File: src/rtl/iommu_csr_bank.sv
module iommu_csr_bank #(
  parameter int          ADDR_W        = 14,
  parameter int          SCRATCH_WORDS = 16,
  parameter int          NUM_SLOTS     = 4,
  parameter logic [7:0]  IMPL_VER      = 8'h41
) (
  input  logic              clk,
  input  logic              rst_n,
  input  logic              bus_sel,
  input  logic              bus_wr,
  input  logic [ADDR_W-1:0] bus_addr,
  input  logic [31:0]       bus_wdata,
  output logic [31:0]       bus_rdata,
  input  logic              fault_strobe,
  input  logic [31:0]       fault_status,
  input  logic [31:0]       fault_addr,
  output logic              irq,
  output logic              xlat_en,
  output logic [31:0]       win_start,
  output logic [31:0]       pt_base
);
  localparam int IDX_W = ADDR_W - 2;
  localparam int SW    = $clog2(SCRATCH_WORDS);

  localparam logic [IDX_W-1:0] IX_CTRL  = IDX_W'(32'h000);
  localparam logic [IDX_W-1:0] IX_BASE  = IDX_W'(32'h001);
  localparam logic [IDX_W-1:0] IX_FSTAT = IDX_W'(32'h400);
  localparam logic [IDX_W-1:0] IX_FADDR = IDX_W'(32'h401);
  localparam logic [IDX_W-1:0] IX_AEN   = IDX_W'(32'h402);
  localparam logic [IDX_W-1:0] IX_SLOT0 = IDX_W'(32'h404);
  localparam logic [IDX_W-1:0] IX_ARB   = IDX_W'(32'h800);
  localparam logic [IDX_W-1:0] IX_MID   = IDX_W'(32'hC06);

  localparam logic [31:0] M_CTRL  = 32'h0000_001D;
  localparam logic [31:0] M_BASE  = 32'h07FF_FC00;
  localparam logic [31:0] M_AEN   = 32'h801F_000F;
  localparam logic [31:0] M_FSTAT = 32'hFF0F_FFFF;
  localparam logic [31:0] F_FSTAT = 32'h0080_0000;
  localparam logic [31:0] M_ARB   = 32'h001F_0000;
  localparam logic [31:0] F_ARB   = 32'h0000_0008;
  localparam logic [31:0] M_SLOT  = 32'h0001_0003;
  localparam logic [31:0] M_MID   = 32'h00FF_FFFF;
  localparam logic [31:0] VER     = {IMPL_VER, 24'h0};

  logic [IDX_W-1:0] idx;
  logic             wr_en;
  logic             fault_acc;
  logic [31:0]      ctrl_q, base_q, fstat_q, faddr_q, aen_q, arb_q, mid_q;
  logic [31:0]      slot_q [NUM_SLOTS];
  logic [31:0]      scr_q  [SCRATCH_WORDS];
  logic             irq_q;

  assign idx       = bus_addr[ADDR_W-1:2];
  assign wr_en     = bus_sel && bus_wr;
  assign fault_acc = bus_sel && (idx == IX_FSTAT || idx == IX_FADDR);

  always_ff @(posedge clk) begin
    if (!rst_n) begin
      ctrl_q  <= VER;
      base_q  <= '0;
      fstat_q <= F_FSTAT;
      faddr_q <= '0;
      aen_q   <= 32'h0000_0003;
      arb_q   <= F_ARB;
      mid_q   <= 32'h2300_0000;
      irq_q   <= 1'b0;
      for (int k = 0; k < NUM_SLOTS; k++) slot_q[k] <= '0;
      for (int k = 0; k < SCRATCH_WORDS; k++) scr_q[k] <= '0;
    end else begin
      if (wr_en) begin
        unique case (idx)
          IX_CTRL:  ctrl_q  <= (bus_wdata & M_CTRL) | VER;
          IX_BASE:  base_q  <= bus_wdata & M_BASE;
          IX_FSTAT: fstat_q <= (bus_wdata & M_FSTAT) | F_FSTAT;
          IX_FADDR: faddr_q <= bus_wdata;
          IX_AEN:   aen_q   <= (bus_wdata & M_AEN) | 32'h1;
          IX_ARB:   arb_q   <= (bus_wdata & M_ARB) | F_ARB;
          IX_MID:   mid_q   <= mid_q | (bus_wdata & M_MID);
          default: begin
            if (idx < IDX_W'(SCRATCH_WORDS))
              scr_q[idx[SW-1:0]] <= bus_wdata;
          end
        endcase
        for (int k = 0; k < NUM_SLOTS; k++)
          if (idx == IX_SLOT0 + IDX_W'(k)) slot_q[k] <= bus_wdata & M_SLOT;
      end
      if (fault_strobe) begin
        fstat_q <= fault_status | F_FSTAT;
        faddr_q <= fault_addr;
        irq_q   <= 1'b1;
      end else if (fault_acc) begin
        irq_q   <= 1'b0;
      end
    end
  end

  always_comb begin
    bus_rdata = '0;
    unique case (idx)
      IX_CTRL:  bus_rdata = ctrl_q;
      IX_BASE:  bus_rdata = base_q;
      IX_FSTAT: bus_rdata = fstat_q;
      IX_FADDR: bus_rdata = faddr_q;
      IX_AEN:   bus_rdata = aen_q;
      IX_ARB:   bus_rdata = arb_q;
      IX_MID:   bus_rdata = mid_q;
      default: begin
        if (idx < IDX_W'(SCRATCH_WORDS)) bus_rdata = scr_q[idx[SW-1:0]];
      end
    endcase
    for (int k = 0; k < NUM_SLOTS; k++)
      if (idx == IX_SLOT0 + IDX_W'(k)) bus_rdata = slot_q[k];
  end

  assign irq       = irq_q;
  assign xlat_en   = ctrl_q[0];
  assign pt_base   = base_q;
  assign win_start = ~((32'h0100_0000 << ctrl_q[4:2]) - 32'd1);
endmodule

File: config.mk
export PLATFORM = sky130hd
export DESIGN_NAME = iommu_csr_bank
export DESIGN_NICKNAME = d
export VERILOG_FILES = /design/src/rtl/iommu_csr_bank.sv
export SDC_FILE = /design/constraint.sdc
export NUM_CORES = 1
export LEC_CHECK = 0
export CAP_MARGIN = 20
export CORE_MARGIN = 5
export CORE_UTILIZATION = 61
export DETAILED_ROUTE_END_ITERATION = 6
export PLACE_DENSITY = 0.82
export SLEW_MARGIN = 10
export SYNTH_ARGS = -nofsm -noshare
export SYNTH_HDL_FRONTEND = slang
export SYNTH_SLANG_ARGS = --single-unit
File: constraint.sdc
create_clock -name clk -period 12.6 [get_ports clk]
set_input_delay 2.52 -clock clk [delete_from_list [all_inputs] [get_ports clk]]
set_output_delay 2.52 -clock clk [all_outputs]
set_load 0.005 [all_outputs]
Yosys cells after proc, flatten, opt, wreduce, memory -nomap -nowiden
Memory sizes are Yosys's and may differ from the RTL's.
Cells that the tools add are included.
{"block": "word_totals", "ff_bits": 131, "mem_bits_rw": 524, "inputBits": 115, "out_inout_bits": 98, "word_cells": 89, "memories": 2}
{"block": "classes", "n_addsub": 1, "magnitude_cmp": 1, "n_eq_ne": 10, "n_shift": 1, "muxes": 43, "n_bitwise": 6, "reduce_logical": 17}
{"memory": "scr_q", "depth": 16, "word_bits": 32, "rd": 1, "rd_ports_with_merged_regs": 0, "write_ports": 16, "line_no": "50", "rtl": "logic [31:0] scr_q [SCRATCH_WORDS];"}
{"memory": "slot_q", "depth": 4, "word_bits": 3, "rd": 4, "rd_ports_with_merged_regs": 0, "write_ports": 4, "line_no": "49", "rtl": "logic [31:0] slot_q [NUM_SLOTS];"}
{"op": "32-bit two-way mux", "count": 12}
{"op": "32-bit case mux with 7 select lines", "count": 1}
{"op": "12-bit by 11-bit == test with 1-bit output, second input constant", "count": 7}
{"op": "32-bit NOT", "count": 1}
{"op": "32-bit by 24-bit OR with 32-bit output", "count": 1}
{"op": "32-bit OR reduction", "count": 1}
{"op": "25-bit by 3-bit << shifter with 32-bit output, first input constant", "count": 1}
{"op": "32-bit by 1-bit subtractor with 32-bit output, second input constant", "count": 1}
{"op": "1-bit two-way mux", "count": 25}
{"op": "12-bit == test, second input constant", "count": 2}
{"op": "2-bit AND reduction", "count": 7}
{"op": "12-bit by 1-bit == test with 1-bit output, second input constant", "count": 1}
{"op": "12-bit logical NOT", "count": 1}
{"op": "12-bit by 5-bit less-than comparator with 1-bit output, second input constant", "count": 1}
{"op": "3-bit two-way mux", "count": 4}
{"op": "2-bit nonzero test", "count": 4}
{"op": "7-bit OR reduction", "count": 1}
{"op": "4-bit two-way mux", "count": 1}
{"op": "1-bit OR", "count": 4}
{"op": "1-bit logical AND", "count": 2}
{"op": "1-bit logical OR", "count": 1}

Longest topological paths before layout
Gate-level depths: netlist of the first run.
{"block": "logic_depth", "ltp_word": 8, "ltp_mapped": 8, "ltp_nobuf": 5}

Worst setup path before layout of the first run
Ideal clock, no wire load.
{"block": "synth_timing", "path_type": "input port to output port", "start": "input bus_addr[2]", "end": "output bus_rdata[27]", "arrival_ns": 4.273, "required_ns": 10.080, "path_slack_ns": 5.807, "path_stages": 7, "cell_sequence": "buf_2 buf_1 mux4_2 a22oi_1 o21ai_0 a222oi_1 inv_1"}
{"block": "synth_via", "elab_chain_len": 7, "elab_cells_between_ends": 19, "classes_between": "order compare (1); eq/ne (10); mux (6); reduce/logical (1); memory (1)"}
{"element": "start, declared", "line_no": "11", "rtl": "input logic [ADDR_W-1:0] bus_addr,"}
{"element": "12-bit by 5-bit less-than comparator with 1-bit output / memory 16 x 32 bit (equally long branches)"}
{"element": "32-bit two-way mux", "line_no": "108", "rtl": "if (idx < IDX_W'(SCRATCH_WORDS)) bus_rdata = scr_q[idx[SW-1:0]];"}
{"element": "32-bit case mux with 7 select lines", "line_no": "99", "rtl": "unique case (idx)"}
{"element": "32-bit two-way mux (3 in a row)", "line_no": "112", "rtl": "if (idx == IX_SLOT0 + IDX_W'(k)) bus_rdata = slot_q[k];"}
{"element": "32-bit two-way mux (*)", "line_no": "112"}
{"element": "end, declared", "line_no": "13", "rtl": "output logic [31:0] bus_rdata,"}
Every way passes the cells marked *; elsewhere a longest branch is shown, timed or not.

Worst setup path in the final report of the first run
{"block": "layout_timing", "start": "input bus_addr[12]", "end": "output bus_rdata[0]"}
{"block": "layout_via", "elab_chain_len": 7, "elab_cells_between_ends": 18, "classes_between": "order compare (1); eq/ne (10); mux (6); reduce/logical (1)"}
{"element": "12-bit by 5-bit less-than comparator with 1-bit output", "line_no": "108"}
{"element": "32-bit two-way mux", "line_no": "108"}
{"element": "32-bit case mux with 7 select lines", "line_no": "99"}
{"element": "32-bit two-way mux (3 in a row)", "line_no": "112"}
{"element": "32-bit two-way mux (*)", "line_no": "112"}
Marked as above.

==> flow_metrics.tcl, run 1 <==
set metrics [dict create \
    synthSimpleGateAreaFrac_pct 13.9 \
    die_area_um2 52400 \
    cpMaxStageDelayCell "clkdlybuf4s50_1" \
    final_common_cell "edfxtp_1" \
    ys_ff_latch 647 \
    drc 0 \
    cap_violations 0 \
    die_h_um 229 \
    critPathKind "input pin to output port" \
    antennaDiodeCount 0 \
    area_growth_pct 14.7 \
    startpoint_type "input pin" \
    p_sw_w 0.00106 \
    powerDensity_nw_per_um2 138 \
    slowest_delay_ns 1.10 \
    numPortBuffers 169 \
    clockRootBuffer "clkbuf_16" \
    cts.sinks 647 \
    synth.distinct_cells 52 \
    grtUsageTotal_pct 31.4 \
    clock_latency_ns 0.60 \
    drt_wl_total_um 83800 \
    synth_compound_area_share_pct 6.47 \
    power.total_w 0.00463 \
    grt_max_degree 124 \
    min_path_type "flop to flop" \
    synth-edff-count 524 \
    hold_depth 2 \
    layout-drive-gt1-share_pct 12.6 \
    synthMuxAreaShare_pct 13.6 \
    vdd_ir_drop_max_mv 0.139 \
    switching_share_pct 23.0 \
    crit_required_ns 10.08 \
    synth_xor_area_share_pct 0 \
    core_area_um2 47500 \
    wl_per_cell_um 28.2 \
    min_period_ns 8.71 \
    grt_overflow 0 \
    yosys_warnings 0 \
    antenna_found_initial 0 \
    design_area_um2 33500 \
    dpl_cell_area_um2 31500 \
    placed_cells 2854 \
    postRouteAntennaNets 0 \
    p_leak_nw 12.1 \
    syn_area_per_cell_um2 13.5 \
    clk_path_buf_depth 3 \
    seq_area_frac_synth_pct 62.3 \
    status "finished clean" \
    finalCritPeriodShare_pct 69.1 \
    pre_cts_slack_ns 4.04 \
    row_count 80 \
    vias_per_cell 6.53 \
    drt-initial-drc-count 2681 \
    max_clock_freq_ghz 0.115 \
    r2r_cells 2 \
    place.gp.congestion 0.874 \
    first_pass_iters 6 \
    most-common-layout-cells "524 x edfxtp_1, 453 x and2_1, 164 x clkdlybuf4s50_1, 125 x mux4_2, 123 x dfxtp_1" \
    power.internal_w 0.00357 \
    rsz0062_at_grt "no" \
    critPathCaptureType "output port" \
    postCtsSetupRepairBufs 0 \
    tightest_slew_ns 1.15 \
    synthAdderAreaFrac_pct 0 \
    cp_cell_sequence "clkdlybuf4s50_1 -> or4b_1 -> nor3_1 -> nand3_1 -> o2111ai_1 -> a2bb2oi_1 -> clkdlybuf4s50_1" \
    cts_tree "done" \
    h-tree-depth 3 \
    start_util_pct 61.5 \
    hold_viol_final 0 \
    setup_violations 0 \
    grt_pass1_wl_um 123000 \
    synthCells 2168 \
    r2r_end "ctrl_q[4]" \
    arrival_ns 6.19 \
    synth_top_family_by_area "simple AND/OR/NAND/NOR gates" \
    postSynth.asyncResetShare_pct 0 \
    fillers 3087 \
    fin_ws_ns 3.89 \
    skew_ns 0 \
    final_max_slew_viol_count 0 \
    cts_inserted_buffers 66 \
    cts.clk_slew.worst_paths_ns 0.06 \
    vias 19400 \
    netlist_area_um2 29200 \
    critPathMaxFanout 18 \
    r2r_setup_slack_ns 11.78 \
    clockPowerShare_pct 39.7 \
    synth_ff_type "edfxtp_1" \
    grt_pass1_vias 19800 \
    dp_hpwl_um 47400 \
    final_cells 2975 \
    whs_endpoint "aen_q[17]" \
    tns_ns 0 \
    combPwrFrac_pct 7.5 \
    r2r_start "ctrl_q[4]" \
    post_cts_resized 0 \
    maxSlewHeadroom_pct 22.9 \
    min-delay-start "aen_q[17]" \
    pwr-share-seq_pct 52.8 \
    finish.net_count 2423 \
    path_common_cell "clkdlybuf4s50_1" \
    die_w_um 229 \
    ctsHoldBuffers 0 \
    num_io_pins 213 \
]
==> final cells by class <==
type	count	area, um2	area share [%]
Inverter	7	30.0	0.0896
Multi-Input combinational cell	1383	10600	31.6
Clock buffer	90	1740	5.19
Sequential cell	647	18200	54.3
Clock inverter	30	236	0.705
Timing Repair Buffer	203	1970	5.88
Tap cell	615	769	2.29
==> critical path: cells and delay by family <==
kind	cells	cell delay [ns]
compound gates	2	0.40
buf+inv	2	1.69
simple gates	3	1.58
==> kinds of logic after synthesis <==
group,count (synthesis)
other,2
and+or+nand+nor,719
muxes,241
DFF,647
buffers and inverters,240
AOI/OAI and AO/OA,319
==> routing by layer <==
metal	vias to the layer above	GRT usage (%)	share of wire, %
met2	1344	51.0	49
met3	271	8.42	11
met1	9690	39.3	34
li1	8114	-	-
met5	-	0	0
met4	0	15.6	5.6
==> synthesized netlist by cell type (3+ instances only) <==
cell | instances | area share, %
nand2b_1 | 8 | 0.17
buf_4 | 40 | 1.0
and3_1 | 3 | 0.064
buf_2 | 33 | 0.57
a22oi_1 | 41 | 1.1
a22o_1 | 3 | 0.090
a222oi_1 | 16 | 0.55
mux2_2 | 5 | 0.19
nor4_2 | 3 | 0.13
a31oi_1 | 3 | 0.064
a221o_1 | 5 | 0.17
buf_1 | 17 | 0.22
o21ai_0 | 112 | 1.9
mux2i_1 | 111 | 3.8
inv_1 | 7 | 0.090
nor2_1 | 73 | 0.94
nand2_1 | 116 | 1.5
clkbuf_1 | 143 | 1.8
nand4_1 | 6 | 0.13
dfxtp_1 | 123 | 8.4
and2_1 | 454 | 9.7
nand3_1 | 25 | 0.43
a221oi_1 | 4 | 0.12
mux4_2 | 125 | 9.6
edfxtp_1 | 524 | 54
a21oi_1 | 118 | 2.0
a32oi_1 | 5 | 0.15
nor2b_1 | 4 | 0.086
nor3_1 | 8 | 0.14
==> sequential cells by signal, indices dropped and copies added (netlist names) <==
name     cells
faddr_q     32
slot_q      12
mid_q       24
pt_base     17
arb_q        5
ctrl_q       4
scr_q      512
irq          1
fstat_q     31
aen_q        9
==> worst max-delay path by stage <==
stage                  from             to  slack (ns)  cells past startpoint
6_report       bus_addr[12]   bus_rdata[0]        3.89                      7
3_3_place_gp    bus_addr[3]  bus_rdata[19]        4.09                      7
3_5_place_dp   bus_addr[12]   bus_rdata[0]        4.04                      7
4_1_cts        bus_addr[12]   bus_rdata[0]        3.97                      7
5_1_grt        bus_addr[12]   bus_rdata[0]        3.89                      7
2_1_floorplan   bus_addr[2]  bus_rdata[27]        5.81                      7
==> through the flow <==
step / hold slack, ns / utilization, %
2_1_floorplan: 0.429 / -
3_3_place_gp: 0.442 / 66.3
3_5_place_dp: 0.451 / 66.3
4_1_cts: 0.459 / 70.5
5_1_grt: 0.482 / 70.5
6_report: 0.462 / 70.5
==> power by group through the flow <==
stage                     Sequential [W]  Clock (W)  Combinational (W)
after floorplan                  0.00248          0           0.000208
after global placement           0.00248          0           0.000329
after detailed placement         0.00249          0           0.000337
after CTS                        0.00245    0.00184           0.000339
after global routing             0.00245    0.00194           0.000362
final                            0.00245    0.00184           0.000345
(Power assumes the default switching activity.)
==> inputs of run 2 (changes only) <==
Settings changed: CORE_UTILIZATION 61 to 53, PLACE_DENSITY 0.82 to 0.76.
Clock period 12.6 ns to 7.6 ns, I/O delays scaled along.
==> run 2 against run 1 <==
Die area is 14% higher. Flip-flop and latch count stayed put. Clock skew stayed put. Clock power is 82% higher. Hold slack worse by 0.0052 ns. Largest power group unchanged. Cell area is 1.6% higher.
==> flow_metrics.tcl, run 2 (synthesis results as in run 1) <==
set metrics [dict create \
    core_area_um2 54900 \
    largest_register_ffs 512 \
    vias_per_cell 6.18 \
    max_clock_freq_ghz 0.155 \
    tightest_slew_ns 1.18 \
    antenna_found_initial 2 \
    maxSlewHeadroom_pct 21.1 \
    cap_violations 0 \
    place.gp.congestion 0.854 \
    cts_tree "done" \
    cts.clk_slew.worst_paths_ns 0.06 \
    start_util_pct 53.3 \
    final_common_cell "edfxtp_1" \
    die_w_um 245 \
    skew_ns 0 \
    p_sw_w 0.00176 \
    cts.sinks 647 \
    critPathCaptureType "output port" \
    vias 19100 \
    drc 0 \
    hold_viol_final 0 \
    layout-drive-gt1-share_pct 13.8 \
    area_growth_pct 16.6 \
    reg.largest.list "scr_q: 512 flops, faddr_q: 32 flops, fstat_q: 31 flops" \
    postRouteAntennaNets 0 \
    critPathKind "input pin to output port" \
    clockPowerShare_pct 42.0 \
    grt_overflow 0 \
    switching_share_pct 22.1 \
    post_cts_resized 0 \
    row_count 86 \
    status "finished clean" \
    dpl_cell_area_um2 31800 \
    grt_max_degree 124 \
    min_path_type "flop to flop" \
    clk_path_buf_depth 3 \
    r2r_setup_slack_ns 6.81 \
    h-tree-depth 3 \
    finalCritPeriodShare_pct 84.8 \
    first_pass_iters 7 \
    rsz0062_at_grt "no" \
    crit_required_ns 6.08 \
    vdd_ir_drop_max_mv 0.187 \
    cts_inserted_buffers 67 \
    grt_pass1_vias 19100 \
    p_leak_nw 12.3 \
    drt-initial-drc-count 2657 \
    placed_cells 2961 \
    grtUsageTotal_pct 27.5 \
    clock_latency_ns 0.61 \
    tns_ns 0 \
    die_area_um2 59900 \
    die_h_um 245 \
    postCtsSetupRepairBufs 0 \
    final_cells 3087 \
    arrival_ns 4.92 \
    startpoint_type "input pin" \
    finish.net_count 2444 \
    power.internal_w 0.00621 \
    final_max_slew_viol_count 0 \
    combPwrFrac_pct 7.2 \
    top_register "scr_q" \
    min_period_ns 6.44 \
    most-common-layout-cells "524 x edfxtp_1, 454 x and2_1, 164 x clkdlybuf4s50_1, 125 x mux4_2, 123 x dfxtp_1" \
    clockRootBuffer "clkbuf_16" \
    grt_pass1_wl_um 123000 \
    wl_per_cell_um 27.2 \
    pwr-share-seq_pct 50.8 \
    numPortBuffers 169 \
    drt_wl_total_um 83900 \
    num_io_pins 213 \
    dp_hpwl_um 51000 \
    critPathMaxFanout 13 \
    design_area_um2 34100 \
    ctsHoldBuffers 0 \
    powerDensity_nw_per_um2 234 \
    setup_violations 0 \
]
[run 2: critical path: stages]
cell	delay (ns)
clkdlybuf4s50_1	0.43
nor4_2	0.62
nand3_1	0.42
nor2_2	0.81
buf_4	0.31
a22oi_1	0.10
nand3_1	0.15
clkdlybuf4s50_1	0.55
[run 2: path summary, 6_finish.rpt]
check	cells past startpoint	endpoint	from
worst max register to register	2	ctrl_q[4]	ctrl_q[4]
worst max-delay path	8	bus_rdata[23]	bus_addr[11]
worst min register to register	2	aen_q[20]	aen_q[20]
worst min-delay path	2	aen_q[20]	aen_q[20]
[run 2: metal layers]
layer  part of all wire, %  wire length [um]  track usage [%]
met1                    38             31500             37.6
met2                    48             39900             43.5
met3                    11              9020             6.29
met4                   4.0              3390             10.7
met5                     0                 0                0
[run 2: per-stage QoR]
stage | hold WS [ns] | power [W] | util (%) | setup slack, ns
floorplan | 0.429 | 0.00445 | - | 2.26
global placement | 0.441 | 0.00466 | 57.8 | 1.27
detailed placement | 0.447 | 0.00469 | 57.9 | 1.26
CTS | 0.456 | 0.00799 | 61.9 | 1.27
global route | 0.481 | 0.00820 | 62.1 | 1.08
finish | 0.456 | 0.00798 | 62.1 | 1.16
[run 2: cell type report]
cell class | instances | area (um2)
fill | 4039 | 20800
sequential | 647 | 18200
multi-input combinational | 1383 | 10600
timing repair buffer | 223 | 2170
clock buffer | 90 | 1840
tap | 704 | 881
clock inverter | 32 | 378
inverter | 7 | 30.0
antenna | 1 | 2.50
[run 2: power groups by stage]
stage | clock [W] | combinational (W) | sequential, W
global route | 0.00352 | 0.000607 | 0.00406
finish | 0.00335 | 0.000574 | 0.00405
detailed placement | 0 | 0.000560 | 0.00413
global placement | 0 | 0.000548 | 0.00411
floorplan | 0 | 0.000344 | 0.00411
CTS | 0.00337 | 0.000563 | 0.00405
